<file path="src/rtl/rx_chain_engine.sv">
module rx_chain_engine #(
  parameter int ADDR_W = 10
) (
  input  logic              clk,
  input  logic              rst_n,
  input  logic              ptr_load,
  input  logic [ADDR_W-1:0] ptr_value,
  input  logic              run_en,
  input  logic              poll_kick,
  input  logic              in_valid,
  input  logic              in_sof,
  input  logic              in_eof,
  input  logic              in_err,
  input  logic [7:0]        in_byte,
  output logic              mem_req,
  output logic              mem_we,
  output logic [ADDR_W-1:0] mem_addr,
  output logic [31:0]       mem_wdata,
  input  logic [31:0]       mem_rdata
);

  localparam int SZ_W      = 11;
  localparam int OWN_BIT   = 31;
  localparam int CHAIN_BIT = 24;
  localparam logic [ADDR_W-1:0] DESC_STRIDE = ADDR_W'(4);

  typedef enum logic [3:0] {
    S_IDLE, S_RSTAT, S_WSTAT, S_SUSP, S_F1, S_F2, S_F3, S_F4,
    S_READY, S_RECV, S_CLOSE
  } st_t;

  st_t               st;
  logic [ADDR_W-1:0] cur_q, buf_q, link_q;
  logic [SZ_W-1:0]   size_q, cnt_q;
  logic              chain_q, ovf_q, err_q;
  logic [31:0]       word_q;

  logic              unused_rdata;
  assign unused_rdata = ^mem_rdata;

  logic              take, first, fits, store, pend, flush;
  logic [SZ_W-1:0]   cnt;
  logic [1:0]        lane;
  logic [31:0]       wq, merged;
  logic [ADDR_W-1:0] next_ptr;

  assign take     = in_valid && ((st == S_READY && in_sof) || st == S_RECV);
  assign first    = (st == S_READY);
  assign cnt      = first ? '0 : cnt_q;
  assign fits     = cnt < size_q;
  assign store    = take && fits;
  assign lane     = cnt[1:0];
  assign pend     = lane != 2'd0;
  assign wq       = first ? '0 : word_q;
  assign merged   = wq | (32'(in_byte) << {lane, 3'b000});
  assign flush    = take && ((store && (lane == 2'd3 || in_eof)) || (in_eof && !store && pend));
  assign next_ptr = chain_q ? link_q : cur_q + DESC_STRIDE;

  always_comb begin
    mem_req   = 1'b0;
    mem_we    = 1'b0;
    mem_addr  = cur_q;
    mem_wdata = '0;
    case (st)
      S_RSTAT: mem_req = 1'b1;
      S_F1: begin mem_req = 1'b1; mem_addr = cur_q + ADDR_W'(1); end
      S_F2: begin mem_req = 1'b1; mem_addr = cur_q + ADDR_W'(2); end
      S_F3: begin mem_req = 1'b1; mem_addr = cur_q + ADDR_W'(3); end
      S_READY, S_RECV: begin
        mem_req   = flush;
        mem_we    = flush;
        mem_addr  = buf_q + ADDR_W'(cnt[SZ_W-1:2]);
        mem_wdata = store ? merged : wq;
      end
      S_CLOSE: begin
        mem_req   = 1'b1;
        mem_we    = 1'b1;
        mem_wdata = {2'b00, 3'b000, cnt_q, err_q, 15'b0};
      end
      default: ;
    endcase
  end

  always_ff @(posedge clk) begin
    if (!rst_n) begin
      st      <= S_IDLE;
      cur_q   <= '0;
      buf_q   <= '0;
      link_q  <= '0;
      size_q  <= '0;
      cnt_q   <= '0;
      chain_q <= 1'b0;
      ovf_q   <= 1'b0;
      err_q   <= 1'b0;
      word_q  <= '0;
    end else begin
      case (st)
        S_IDLE: begin
          if (ptr_load) cur_q <= ptr_value;
          if (run_en) st <= S_RSTAT;
        end
        S_RSTAT: st <= S_WSTAT;
        S_WSTAT: st <= mem_rdata[OWN_BIT] ? S_F1 : S_SUSP;
        S_SUSP: begin
          if (!run_en) st <= S_IDLE;
          else if (poll_kick) st <= S_RSTAT;
        end
        S_F1: st <= S_F2;
        S_F2: begin
          size_q  <= mem_rdata[SZ_W-1:0];
          chain_q <= mem_rdata[CHAIN_BIT];
          st      <= S_F3;
        end
        S_F3: begin
          buf_q <= mem_rdata[ADDR_W-1:0];
          st    <= S_F4;
        end
        S_F4: begin
          link_q <= mem_rdata[ADDR_W-1:0];
          st     <= S_READY;
        end
        S_READY, S_RECV: begin
          if (take) begin
            cnt_q  <= cnt + SZ_W'(store);
            word_q <= flush ? '0 : (store ? merged : wq);
            ovf_q  <= (first ? 1'b0 : ovf_q) | !fits;
            if (in_eof) begin
              err_q <= (first ? 1'b0 : ovf_q) | !fits | in_err;
              st    <= S_CLOSE;
            end else begin
              st <= S_RECV;
            end
          end else if (st == S_READY && !run_en) begin
            st <= S_IDLE;
          end
        end
        S_CLOSE: begin
          cur_q <= next_ptr;
          st    <= run_en ? S_RSTAT : S_IDLE;
        end
        default: st <= S_IDLE;
      endcase
    end
  end

  p_idle_quiet_r1: assert property (@(posedge clk) disable iff (!rst_n)
    (st == S_IDLE && !run_en) |=> !mem_req);

  p_suspend_quiet_r2: assert property (@(posedge clk) disable iff (!rst_n)
    (st == S_SUSP) |-> !mem_req);

  p_fetch_owned_r3: assert property (@(posedge clk) disable iff (!rst_n)
    (st == S_F1) |-> $past(mem_rdata[OWN_BIT]));

  p_buf_in_range_r4: assert property (@(posedge clk) disable iff (!rst_n)
    (mem_we && st != S_CLOSE) |-> ((mem_addr - buf_q) <= ADDR_W'(size_q[SZ_W-1:2])));

  p_release_own_r5: assert property (@(posedge clk) disable iff (!rst_n)
    (st == S_CLOSE) |-> (mem_we && !mem_wdata[OWN_BIT]));

  p_len_bound_r6: assert property (@(posedge clk) disable iff (!rst_n)
    (st == S_CLOSE) |-> (mem_wdata[29:16] <= 14'(size_q)));

  p_ovf_flag_r6: assert property (@(posedge clk) disable iff (!rst_n)
    (st == S_CLOSE && ovf_q) |-> mem_wdata[15]);

  p_stop_after_close_r9: assert property (@(posedge clk) disable iff (!rst_n)
    (st == S_CLOSE && !run_en) |=> (st == S_IDLE));

endmodule

</file>
<file path="config.mk">
export PLATFORM = sky130hd
export DESIGN_NAME = rx_chain_engine
export DESIGN_NICKNAME = d
export VERILOG_FILES = /design/src/rtl/rx_chain_engine.sv
export SDC_FILE = /design/constraint.sdc
export NUM_CORES = 1
export LEC_CHECK = 0
export CAP_MARGIN = 20
export CORE_MARGIN = 8
export CORE_UTILIZATION = 46
export CTS_CLUSTER_DIAMETER = 200
export DETAILED_ROUTE_END_ITERATION = 7
export MAX_ROUTING_LAYER = met4
export PLACE_DENSITY = 0.72
export SLEW_MARGIN = 5
export SYNTH_ARGS = -nofsm -noshare
export SYNTH_HDL_FRONTEND = slang
export SYNTH_SLANG_ARGS = --single-unit
</file>
<file path="constraint.sdc">
create_clock -name clk -period 4.9 [get_ports clk]
set_input_delay 0.49 -clock clk [delete_from_list [all_inputs] [get_ports clk]]
set_output_delay 0.49 -clock clk [all_outputs]
set_load 0.02 [all_outputs]
</file>
### Word level (Yosys, flattened, before mapping)

Index checks and enable logic that the tools add are counted.

| cells by class | value |
|---|---|
| bitwise gates (word level) | 3 |
| $add $sub $neg | 6 |
| magnitude comparators | 1 |
| muxes and demuxes | 21 |
| reductions and logical operators | 23 |
| equal/unequal tests | 15 |
| shifts and indexed selects | 1 |

Operator list:

| kind | number |
|---|---|
| 2-to-1 mux 32 bit | 3 |
| case mux 32 bit (2 select lines) | 1 |
| case mux 10 bit (4 select lines) | 1 |
| case mux 4 bit (10 select lines) | 1 |
| bitwise OR 32 bit | 1 |
| left shift 8 x 5 -> 32 bit | 1 |
| adder 10 x 2 -> 10 bit (second input constant) | 2 |
| 2-to-1 mux 10 bit | 2 |
| 2-to-1 mux 4 bit | 5 |
| case mux 10 bit (2 select lines) | 1 |
| equality test 4 x 3 -> 1 bit (second input constant) | 4 |
| equality test 4 bit (second input constant) | 3 |
| adder 11 x 1 -> 11 bit | 1 |
| less-than comparator 11 bit | 1 |
| 2-to-1 mux 11 bit | 1 |
| adder 10 x 1 -> 10 bit (second input constant) | 1 |
| adder 10 x 3 -> 10 bit (second input constant) | 1 |
| adder 10 x 9 -> 10 bit | 1 |
| equality test 4 x 2 -> 1 bit (second input constant) | 2 |
| logical AND 1 bit | 8 |
| inequality test 3 bit (second input constant) | 2 |
| AND reduction 3 bit | 2 |
| OR reduction 5 bit | 1 |
| equality test 4 x 1 -> 1 bit (second input constant) | 1 |
| other kinds (13) | 23 |

| storage, ports and cells | value |
|---|---|
| bits in registers | 91 |
| input port bits | 59 |

### Depth between registers and ports, before layout

Gate-level depths: netlist (run 1).

| logic depth | value |
|---|---|
| depth after elaboration | 11 |
| mapped depth | 20 |

### Worst setup path after synthesis (run 1)

OpenSTA, ideal clock, no wires.

| path | value |
|---|---|
| kind | register to output |
| start | register st[3] |
| end | output mem_addr[8] |
| arrival time | 3.626 ns |
| setup slack | 0.784 ns |
| data required time | 4.410 ns |
| path buffers | 3 |
| stages on the path, launching flop included | 17 |
| cell sequence | dfxtp_1 -> or4b_1 -> buf_2 -> clkbuf_1 -> clkbuf_1 -> and2_1 -> ha_1 -> inv_1 -> fa_1 -> inv_1 -> a21o_1 -> maj3_1 -> a21o_1 -> a211oi_1 -> o31ai_1 -> xnor2_1 -> o21ai_0 |

| between the ends | value |
|---|---|
| cells in the longest elaborated chain, start to end | 4 |
| elaborated cells on any way between the ends | 9 |

Ends and longest elaborated chain:

| element | line | text |
|---|---|---|
| from (decl) | 32 | `st_t st;` |
| from (signal assigned) | 103 | `S_WSTAT: st <= mem_rdata[OWN_BIT] ? S_F1 : S_SUSP;` |
| from (signal assigned) | 139 | `st <= run_en ? S_RSTAT : S_IDLE;` |
| equality test 4 bit | 48, 64 |  |
| 2-to-1 mux 11 bit | 49 | `assign cnt = first ? '0 : cnt_q;` |
| adder 10 x 9 -> 10 bit | 72 | `mem_addr = buf_q + ADDR_W'(cnt[SZ_W-1:2]);` |
| case mux 10 bit (4 select lines) (*) | 64 | `case (st)` |
| to (decl) | 17 | `output logic [ADDR_W-1:0] mem_addr,` |

Mark *: on every way between the ends. The rest lies on a longest branch, timed or not.

### Final worst setup path (run 1)

| path | value |
|---|---|
| start | register st[2] |
| end | output mem_addr[7] |

The elaborated chain is that of the path after synthesis.

==> results of run 1 <==
-- cells by family after synthesis --
logic type	after synthesis	share of synthesized area, %
xor gates and xnor gates	17	2.75
adders and majority gates	26	6.16
DFF	91	33.7
and+or+nand+nor	249	22.6
muxes	1	0.185
AOI/OAI and AO/OA	207	28.6
buffers and inverters	77	6.02
-- per-stage QoR --
| stage | hold slack, ns | instances | total power [mW] |
|---|---|---|---|
| CTS | 0.467 | 880 | 1.80 |
| finish | 0.463 | 880 | 1.79 |
| global placement | 0.443 | 864 | 1.05 |
| global route | 0.483 | 880 | 1.86 |
| detailed placement | 0.449 | 864 | 1.06 |
| floorplan | 0.431 | 668 | 0.941 |
-- worst register-to-register path, stage by stage, from the launching register on --
cell	delay, ns
dfxtp_1	0.31
or4b_4	0.63
and2_1	0.23
ha_1	0.29
and4_1	0.23
a21oi_1	0.14
nand3_1	0.20
or2_4	0.35
nor2_1	0.12
ha_1	0.20
ha_1	0.20
nand2_1	0.07
nor3_1	0.21
buf_4	0.19
nand4_1	0.11
and3_1	0.20
o21a_1	0.17
-- state kept, by name (all words and copies together), names as in the netlist --
register  cells
cur_q        10
st            4
chain_q       1
link_q       10
cnt_q        11
size_q       11
ovf_q         1
word_q       32
err_q         1
buf_q        10
-- per-layer routing --
layer,part of all wire [%],wire [microns],vias to the layer above
met2,47,7650,177
met5,0,0,-
met1,45,7390,2543
met3,6.0,980,22
met4,1.9,314,0
li1,-,-,2554
-- report_power, final --
part	switching (mW)	internal, mW
clock	0.335	0.409
combinational	0.153	0.116
sequential	0.0228	0.756
total	0.512	1.28
-- timing repair --
item / CTS / global route
endpoints found under the setup margin: 2 / 21
gates resized for setup: 1 / 1
setup buffers: 0 / 0
pin swaps: 1 / 0
-- final cells by class --
cell class                      instances  area [sq um]
Multi-Input combinational cell        500          3270
Fill cell                            1026          4820
Clock inverter                          7          86.3
Inverter                               31           116
Clock buffer                            9           225
Tap cell                              143           179
Sequential cell                        91          1820
Timing Repair Buffer                   99           951
-- layout by cell type, fill, tap and decap left out, types with 5 or more instances in the layout --
cell               n
a22oi_1           12
xnor2_1            7
nand2_1          116
nor3_1             8
a222oi_1           9
a211oi_1          10
o22ai_1            5
o221ai_1           5
a32o_1            16
inv_1             31
nand3_1           17
and3_1            12
a21boi_0          34
and2_1            22
dfxtp_1           91
buf_4             16
a21oi_1           28
nand2b_1           6
nor3b_1            6
xor2_1            10
clkbuf_16          9
ha_1              21
clkdlybuf4s50_1   83
nor2_1            36
a21o_1             7
o21ai_0           23
nor2b_1            7
a22o_1            28
-- how the worst max path moves through the flow --
stage,startpoint,end,slack (ns),depth (start not counted)
2_1_floorplan,st[3],mem_addr[8],0.78,16
3_3_place_gp,st[2],mem_wdata[25],0.44,12
3_5_place_dp,st[2],mem_wdata[25],0.38,11
4_1_cts,st[2],mem_addr[7],0.05,13
5_1_grt,st[2],mem_addr[8],0.03,14
6_report,st[2],mem_addr[7],0.25,13
==> results.py, run 1 <==
metrics = {
    "global_routing": {
        "grt_pass1_wl_mm": 26.4,
        "first_global_vias": 5131,
        "grt_util_all_layers_pct": 21.1,
        "gr-usage-met2_pct": 33.2,
        "grt_overflow": 0,
        "grt_max_degree": 50,
        "met3_usage_pct": 3.74,
        "grt_busiest_layer": "met2",
        "use_met1_pct": 26.5,
        "antenna_found_initial": 0,
    },
    "clock_tree": {
        "clkTransAtPathRegs_ns": 0.07,
        "cts_root_buf": "clkbuf_16",
        "cts_hold_buffers": 0,
        "htree_levels": 3,
        "cts_tree": "done",
        "numCtsBuffers": 9,
        "clk_path_buf_depth": 2,
        "cts_sinks": 91,
        "insertion_delay_ns": 0.35,
    },
    "floorplanning": {
        "die_w_microns": 124,
        "initial_core_util_pct": 47.1,
        "fp.dieH_microns": 124,
        "die_area_sq_um": 15500,
        "coreArea_sq_um": 11500,
        "row_count": 39,
        "io-pin-count": 103,
    },
    "sta": {
        "fin_ws_ns": 0.247,
        "max_slew_margin_pct": 44.4,
        "report.final.slew_viol_count": 0,
        "rsz0062_at_grt": "false",
        "fmax_mhz": 215,
        "worst_pin_slew_ns": 0.830,
        "min_period_ns": 4.65,
        "finalHoldViolCount": 0,
        "setup_tns_ns": 0,
        "finalCritPeriodShare_pct": 95.0,
        "finalSetupViolCount": 0,
        "finalClockSkew_ns": 0.0122,
    },
    "critical_path": {
        "r2r-end": "cnt_q[10]",
        "cp_cell_sequence": "or4b_4 > nand2_1 > inv_1 > ha_1 > a21o_1 > a21o_1 > maj3_1 > a21o_1 > a21o_1 > a21oi_1 > xnor2_1 > o21ai_0 > clkdlybuf4s50_1",
        "cp_slowest_cell": "clkdlybuf4s50_1",
        "critPathBufInv": 2,
        "r2r-start": "st[2]",
        "cpMostUsedCell": "a21o_1",
        "cp.arrival_ns": 4.16,
        "critical_path.top_delay_family": "compound AO/OA/AOI/OAI gates",
        "r2r_slack_ns": 0.94,
        "reg2regPathDepth": 16,
        "cp_max_fo": 14,
        "required_ns": 4.41,
        "crit_type": "reg2out",
        "end_kind": "output pin",
        "start_kind": "flop",
        "slowest_delay_ns": 0.66,
    },
    "detailed_routing": {
        "drt_drc_violations_left": 0,
        "drt_first_pass_iters": 5,
        "avgRoutedWirePerCell_microns": 18.6,
        "ant_nets": 0,
        "routed_wirelength_mm": 16.3,
        "vias_per_cell": 6.02,
        "num_vias": 5296,
        "drtIter0Drc": 614,
    },
    "synthesis": {
        "synthTopCellsByArea": "dfxtp_1, nand2_1, ha_1",
        "synthArstFlopShare_pct": 0,
        "yosysMostFrequentCell": "nand2_1",
        "synth_flop_cell": "dfxtp_1",
        "yosysTopAreaCell": "dfxtp_1",
        "netlist_instances": 668,
        "synth_fp_nets": 750,
        "synth_edf_count": 0,
        "ys_ff_latch": 91,
        "syn_avg_cell_area_sq_um": 8.09,
        "ys_warn_count": 0,
        "synth_top_area_share_pct": 33.7,
        "yosysSeqAreaShare_pct": 33.7,
        "synth.distinct_cells": 61,
        "synth_commonest_cells": "nand2_1, dfxtp_1, nor2_1, a21boi_0, clkbuf_1",
        "syn_area_sq_um": 5410,
    },
    "power_and_ir_drop": {
        "vdd_drop_max_uv": 197,
        "p_leak_nw": 2.49,
        "power_density_nw_per_um2": 270,
    },
    "final_layout": {
        "final_area_sq_um": 6650,
        "areaGrowthSynthToFinish_pct": 22.9,
        "layout-drive-gt1-share_pct": 5.43,
        "nNetsFinal": 814,
        "final_core_util_pct": 57.9,
        "num_antenna_cells": 0,
    },
    "placement": {
        "gp_congestion": 0.898,
        "hpwl_mm": 11.9,
        "io_buffer_count": 83,
        "placed_area_sq_um": 6330,
        "post-place-ws_ns": 0.380,
    },
    "min_path": {
        "min_path_cells": 1,
        "min_to": "word_q[27]",
        "hp-start": "word_q[27]",
        "hold_class": "reg2reg",
    },
    "run": {
        "cap_violations": 0,
    },
    "outcome": {
        "status": "complete, no violations",
    },
}
Note: power is estimated with default switching activity, not from simulation.
==> inputs of run 2 (changes only) <==
--- a/config.mk
+++ b/config.mk
@@ -10,4 +10,5 @@
 export CORE_UTILIZATION = 46
 export CTS_CLUSTER_DIAMETER = 200
+export CTS_CLUSTER_SIZE = 12
 export DETAILED_ROUTE_END_ITERATION = 7
 export MAX_ROUTING_LAYER = met4
==> constraint.sdc (replaced) <==
create_clock -name clk -period 4.9 [get_ports clk]
set_input_delay 0.98 -clock clk [delete_from_list [all_inputs] [get_ports clk]]
set_output_delay 0.98 -clock clk [all_outputs]
set_load 0.02 [all_outputs]
==> results.py, run 2 (same netlist as run 1, synthesis figures left out) <==
metrics = {
    "outcome": {
        "status": "complete, no violations",
    },
    "global_routing": {
        "first_global_vias": 5177,
        "grt_util_all_layers_pct": 20.8,
        "grt_overflow": 0,
        "grt_pass1_wl_mm": 26.1,
        "antenna_found_initial": 0,
        "grt_max_degree": 49,
    },
    "clock_tree": {
        "cts_root_buf": "clkbuf_16",
        "numCtsBuffers": 9,
        "htree_levels": 3,
        "clk_path_buf_depth": 2,
        "cts_tree": "done",
        "cts_sinks": 91,
        "clkTransAtPathRegs_ns": 0.07,
        "insertion_delay_ns": 0.35,
        "cts_hold_buffers": 0,
    },
    "power_and_ir_drop": {
        "swShare_pct": 26.3,
        "power.switching_uw": 475,
        "power_density_nw_per_um2": 270,
        "clock_power_share_pct": 42.1,
        "power_frac_comb_pct": 14.7,
        "power_mw": 1.81,
        "vdd_drop_max_uv": 183,
        "p_leak_nw": 2.79,
        "power_frac_seq_pct": 43.2,
        "intPower_mw": 1.33,
    },
    "min_path": {
        "hold_class": "reg2reg",
        "min_path_cells": 1,
        "min_to": "word_q[27]",
        "hp-start": "word_q[27]",
    },
    "critical_path": {
        "required_ns": 3.92,
        "cp_cell_sequence": "or4b_4 > and2_1 > ha_1 > a21oi_1 > nor2b_1 > o21ai_0 > nand3_1 > buf_4 > o31a_1 > o31ai_1 > nand2_1 > nand2_1 > clkdlybuf4s50_1",
        "cp_max_fo": 12,
        "slowest_delay_ns": 0.63,
        "critPathBufInv": 2,
        "crit_type": "reg2out",
        "cp_slowest_cell": "or4b_4",
        "r2r-end": "cnt_q[10]",
        "reg2regPathDepth": 16,
        "cpMostUsedCell": "nand2_1",
        "cp.arrival_ns": 3.75,
        "critical_path.top_delay_family": "simple AND/OR/NAND/NOR gates",
        "end_kind": "output pin",
        "r2r-start": "st[2]",
        "start_kind": "flop",
        "r2r_slack_ns": 0.66,
    },
    "sta": {
        "finalCritPeriodShare_pct": 96.5,
        "report.final.slew_viol_count": 0,
        "worst_pin_slew_ns": 0.889,
        "fmax_mhz": 211,
        "setup_tns_ns": 0,
        "rsz0062_at_grt": "false",
        "min_period_ns": 4.73,
        "finalSetupViolCount": 0,
        "max_slew_margin_pct": 40.7,
        "finalClockSkew_ns": 0.00767,
        "finalHoldViolCount": 0,
    },
    "final_layout": {
        "largest-register": "word_q",
        "fillers": 1017,
        "nNetsFinal": 820,
        "areaGrowthSynthToFinish_pct": 23.7,
        "final_core_util_pct": 58.3,
        "top_regs": "word_q: 32 flops, cnt_q: 11 flops, size_q: 11 flops",
        "num_antenna_cells": 0,
        "layout_common_cells": "nand2_1, dfxtp_1, clkdlybuf4s50_1, nor2_1, a21boi_0",
        "layout_commonest_cell": "nand2_1",
        "largest_register_ffs": 32,
        "final_area_sq_um": 6690,
        "layout-drive-gt1-share_pct": 6.46,
    },
    "floorplanning": {
        "io-pin-count": 103,
        "die_area_sq_um": 15500,
        "die_w_microns": 124,
        "fp.dieH_microns": 124,
        "initial_core_util_pct": 47.1,
        "coreArea_sq_um": 11500,
        "row_count": 39,
    },
    "run": {
        "cap_violations": 0,
    },
    "placement": {
        "gp_congestion": 0.870,
        "placed_area_sq_um": 6360,
        "hpwl_mm": 12.0,
        "io_buffer_count": 83,
    },
    "detailed_routing": {
        "drtIter0Drc": 445,
        "ant_nets": 0,
        "drt_drc_violations_left": 0,
        "avgRoutedWirePerCell_microns": 18.3,
        "num_vias": 5356,
        "drt_first_pass_iters": 5,
        "vias_per_cell": 6.05,
        "routed_wirelength_mm": 16.2,
    },
}
run 2: cell types whose count changed in the layout (fill, tap and decap cells not counted), sizes merged, moves of 2 or more:
cell / delta
clkdlybuf4s50: -37
dlygate4sd2: +27
dlymetal6s2s: +7
buf: +6
clkbuf: +5
inv: -5
clkinv: +2
run 2: power by group through the flow:
stage,clock (mW),sequential (mW),combinational [mW]
after floorplan,0,0.787,0.154
after global placement,0,0.794,0.261
after detailed placement,0,0.796,0.264
after CTS,0.766,0.779,0.265
after global routing,0.799,0.782,0.287
final,0.761,0.780,0.265
run 2: how the worst max path moves through the flow:
stage | from | endpoint | depth (start not counted)
finish | st[2] | mem_we | 13
global placement | st[2] | mem_wdata[9] | 13
floorplan | st[3] | mem_addr[8] | 16
CTS | st[2] | mem_wdata[17] | 13
global route | st[2] | mem_wdata[11] | 13
detailed placement | st[2] | mem_wdata[18] | 13
run 2: what timing repair did:
action,4_1_cts,5_1_grt
hold endpoints to repair,0,0
resized for setup,33,17
pin swaps,1,0
setup endpoints to repair,37,18
setup buffers,1,0
run 2: cell type report:
cell class,count,area [sq um],area share (%)
multi-input cells,500,3280,49.0
flip-flops and latches,91,1820,27.2
repair buffers,105,973,14.6
clock buffers,12,246,3.69
well taps,143,179,2.68
inverters,31,116,1.74
clock inverters,4,73.8,1.10
run 2: per-stage QoR:
| stage | setup WS [ns] | hold WS (ns) | cells |
|---|---|---|---|
| after detailed placement | -0.106 | 0.445 | 869 |
| after CTS | 0.00215 | 0.465 | 886 |
| after global placement | -0.0273 | 0.443 | 869 |
| final | 0.169 | 0.466 | 886 |
| after floorplan | 0.294 | 0.431 | 668 |
| after global routing | 0.0163 | 0.486 | 886 |
run 2: routing by layer:
| layer | global-route usage (%) | wire length (microns) | share of wire, % |
|---|---|---|---|
| met5 | - | 0 | 0 |
| met4 | 6.45 | 182 | 1.1 |
| met3 | 4.21 | 1090 | 6.7 |
| met2 | 34.3 | 7850 | 48 |
| met1 | 25.0 | 7080 | 44 |
==> inputs of run 3 (changes only) <==
Settings changed: CTS_CLUSTER_DIAMETER 200 to 30, PLACE_DENSITY 0.72 to 0.75, REMOVE_ABC_BUFFERS set to 1.
Clock period 4.9 ns to 3.8 ns, I/O delays scaled along.
==> results.py, run 3 (same netlist as run 1, synthesis figures left out) <==
metrics = {
    "power_and_ir_drop": {
        "p_leak_nw": 3.14,
        "vdd_drop_max_uv": 255,
        "power_density_nw_per_um2": 302,
        "power_mw": 2.32,
    },
    "clock_tree": {
        "numCtsBuffers": 9,
        "clkTransAtPathRegs_ns": 0.07,
        "cts_hold_buffers": 0,
        "cts_tree": "done",
        "htree_levels": 3,
        "clk_path_buf_depth": 2,
        "cts_root_buf": "clkbuf_16",
        "insertion_delay_ns": 0.35,
        "cts_sinks": 91,
    },
    "final_layout": {
        "largest-register": "word_q",
        "areaGrowthSynthToFinish_pct": 42.0,
        "num_antenna_cells": 0,
        "largest_register_ffs": 32,
        "layout_commonest_cell": "nand2_1",
        "top_regs": "word_q: 32 flops, cnt_q: 11 flops, size_q: 11 flops",
        "layout-drive-gt1-share_pct": 27.7,
        "nNetsFinal": 897,
        "layout_common_cells": "nand2_1, buf_4, dfxtp_1, clkdlybuf4s50_1, buf_6",
        "fillers": 893,
    },
    "global_routing": {
        "first_global_vias": 5869,
        "grt_util_all_layers_pct": 23.7,
        "grt_pass1_wl_mm": 29.5,
        "antenna_found_initial": 0,
        "grt_max_degree": 49,
        "grt_overflow": 0,
    },
    "floorplanning": {
        "die_w_microns": 124,
        "initial_core_util_pct": 47.1,
        "fp.dieH_microns": 124,
        "coreArea_sq_um": 11500,
        "die_area_sq_um": 15500,
        "row_count": 39,
        "io-pin-count": 103,
    },
    "detailed_routing": {
        "drtIter0Drc": 487,
        "avgRoutedWirePerCell_microns": 19.7,
        "routed_wirelength_mm": 19.0,
        "drt_drc_violations_left": 0,
        "drt_first_pass_iters": 7,
        "ant_nets": 0,
        "num_vias": 5812,
        "vias_per_cell": 6.04,
    },
    "placement": {
        "post-place-ws_ns": -0.781,
        "hpwl_mm": 12.7,
        "gp_congestion": 0.887,
        "io_buffer_count": 83,
    },
    "outcome": {
        "violations": "setup timing",
        "status": "finished with violations",
    },
    "critical_path": {
        "r2r_slack_ns": -0.13,
        "required_ns": 3.04,
        "end_kind": "output pin",
        "cp_max_fo": 5,
        "cp_cell_sequence": "or4b_4 > buf_6 > and2_4 > ha_4 > and4_4 > a21oi_2 > nand3_2 > or2_1 > buf_6 > buf_6 > nor3_4 > buf_4 > a22o_1 > a22o_1 > buf_6",
        "start_kind": "flop",
        "slowest_delay_ns": 0.58,
        "cp.arrival_ns": 3.60,
        "cp_slowest_cell": "or4b_4",
        "cpMostUsedCell": "buf_6",
        "crit_type": "reg2out",
    },
    "sta": {
        "rsz0062_at_grt": "true",
        "setup_tns_ns": -14.91,
        "min_period_ns": 4.36,
        "worst_pin_slew_ns": 0.899,
        "fmax_mhz": 229,
        "fin_ws_ns": -0.560,
        "finalClockSkew_ns": 0.00564,
        "finalCritPeriodShare_pct": 115,
        "max_slew_margin_pct": 39.9,
        "finalHoldViolCount": 0,
        "finalSetupViolCount": 42,
        "report.final.slew_viol_count": 0,
        "hold_slack_ns": 0.466,
    },
    "min_path": {
        "hold_class": "reg2reg",
    },
    "run": {
        "cap_violations": 0,
    },
}
run 3: cell count changes in the layout (fill, tap and decap cells not counted), sizes merged, moves of 2 or more:
| cell | before | now |
|---|---|---|
| buf | 22 | 138 |
| clkbuf | 14 | 12 |
| clkinvlp | 0 | 2 |
| clkdlybuf4s50 | 46 | 40 |
| dlygate4sd2 | 27 | 2 |
| dlymetal6s2s | 7 | 0 |
run 3: area by class of cell:
| cell class | instances | area, sq um | share of cell area, % |
|---|---|---|---|
| well taps | 143 | 179 | 2.33 |
| clock buffers | 10 | 239 | 3.11 |
| clock inverters | 5 | 62.6 | 0.815 |
| inverters | 31 | 116 | 1.52 |
| repair buffers | 182 | 1620 | 21.1 |
| multi-input cells | 500 | 3640 | 47.4 |
| flip-flops and latches | 91 | 1820 | 23.8 |
run 3: what timing repair did:
item / CTS / global route
resized for setup: 287 / 46
pin swaps: 43 / 54
endpoints found under the setup margin: 54 / 77
gates cloned: 4 / 0
buffers inserted: 23 / 14
run 3: path summary, 6_finish.rpt:
kind	start	endpoint	cells after the start
min reg2reg	link_q[2]	link_q[2]	2
min	link_q[2]	link_q[2]	2
max reg2reg	st[0]	cnt_q[7]	20
max	st[0]	mem_wdata[25]	15
run 3: per-stage QoR:
step	instance area, sq um	utilization (%)	cells
floorplan	5200	-	622
global placement	6720	58.6	913
detailed placement	6720	58.6	913
CTS	7490	65.3	954
global route	7670	66.9	962
finish	7670	66.9	962
run 3: layer usage:
metal  global-route usage (%)  routed length, microns  vias up
met3                     5.57                    1150       54
met5                        -                       0        -
met2                     40.6                    9500      240
met4                     10.5                     624        0
met1                     25.7                    7710     2806
li1                         -                       -     2712
run 3: critical path: cells and delay by family, from the launching register on:
| family | cells | cell delay (ns) |
|---|---|---|
| buffers and inverters | 5 | 0.71 |
| and+or+nand+nor | 6 | 1.52 |
| AOI/OAI and AO/OA | 3 | 0.46 |
| adders and majority gates | 1 | 0.22 |
| DFF | 1 | 0.33 |
run 3: power by group:
group / internal [mW] / leakage [nW] / switching (mW)
Combinational: 0.170 / 2.27 / 0.214
Sequential: 0.976 / 0.735 / 0.0293
Clock: 0.528 / 0.141 / 0.398
Total: 1.67 / 3.14 / 0.641
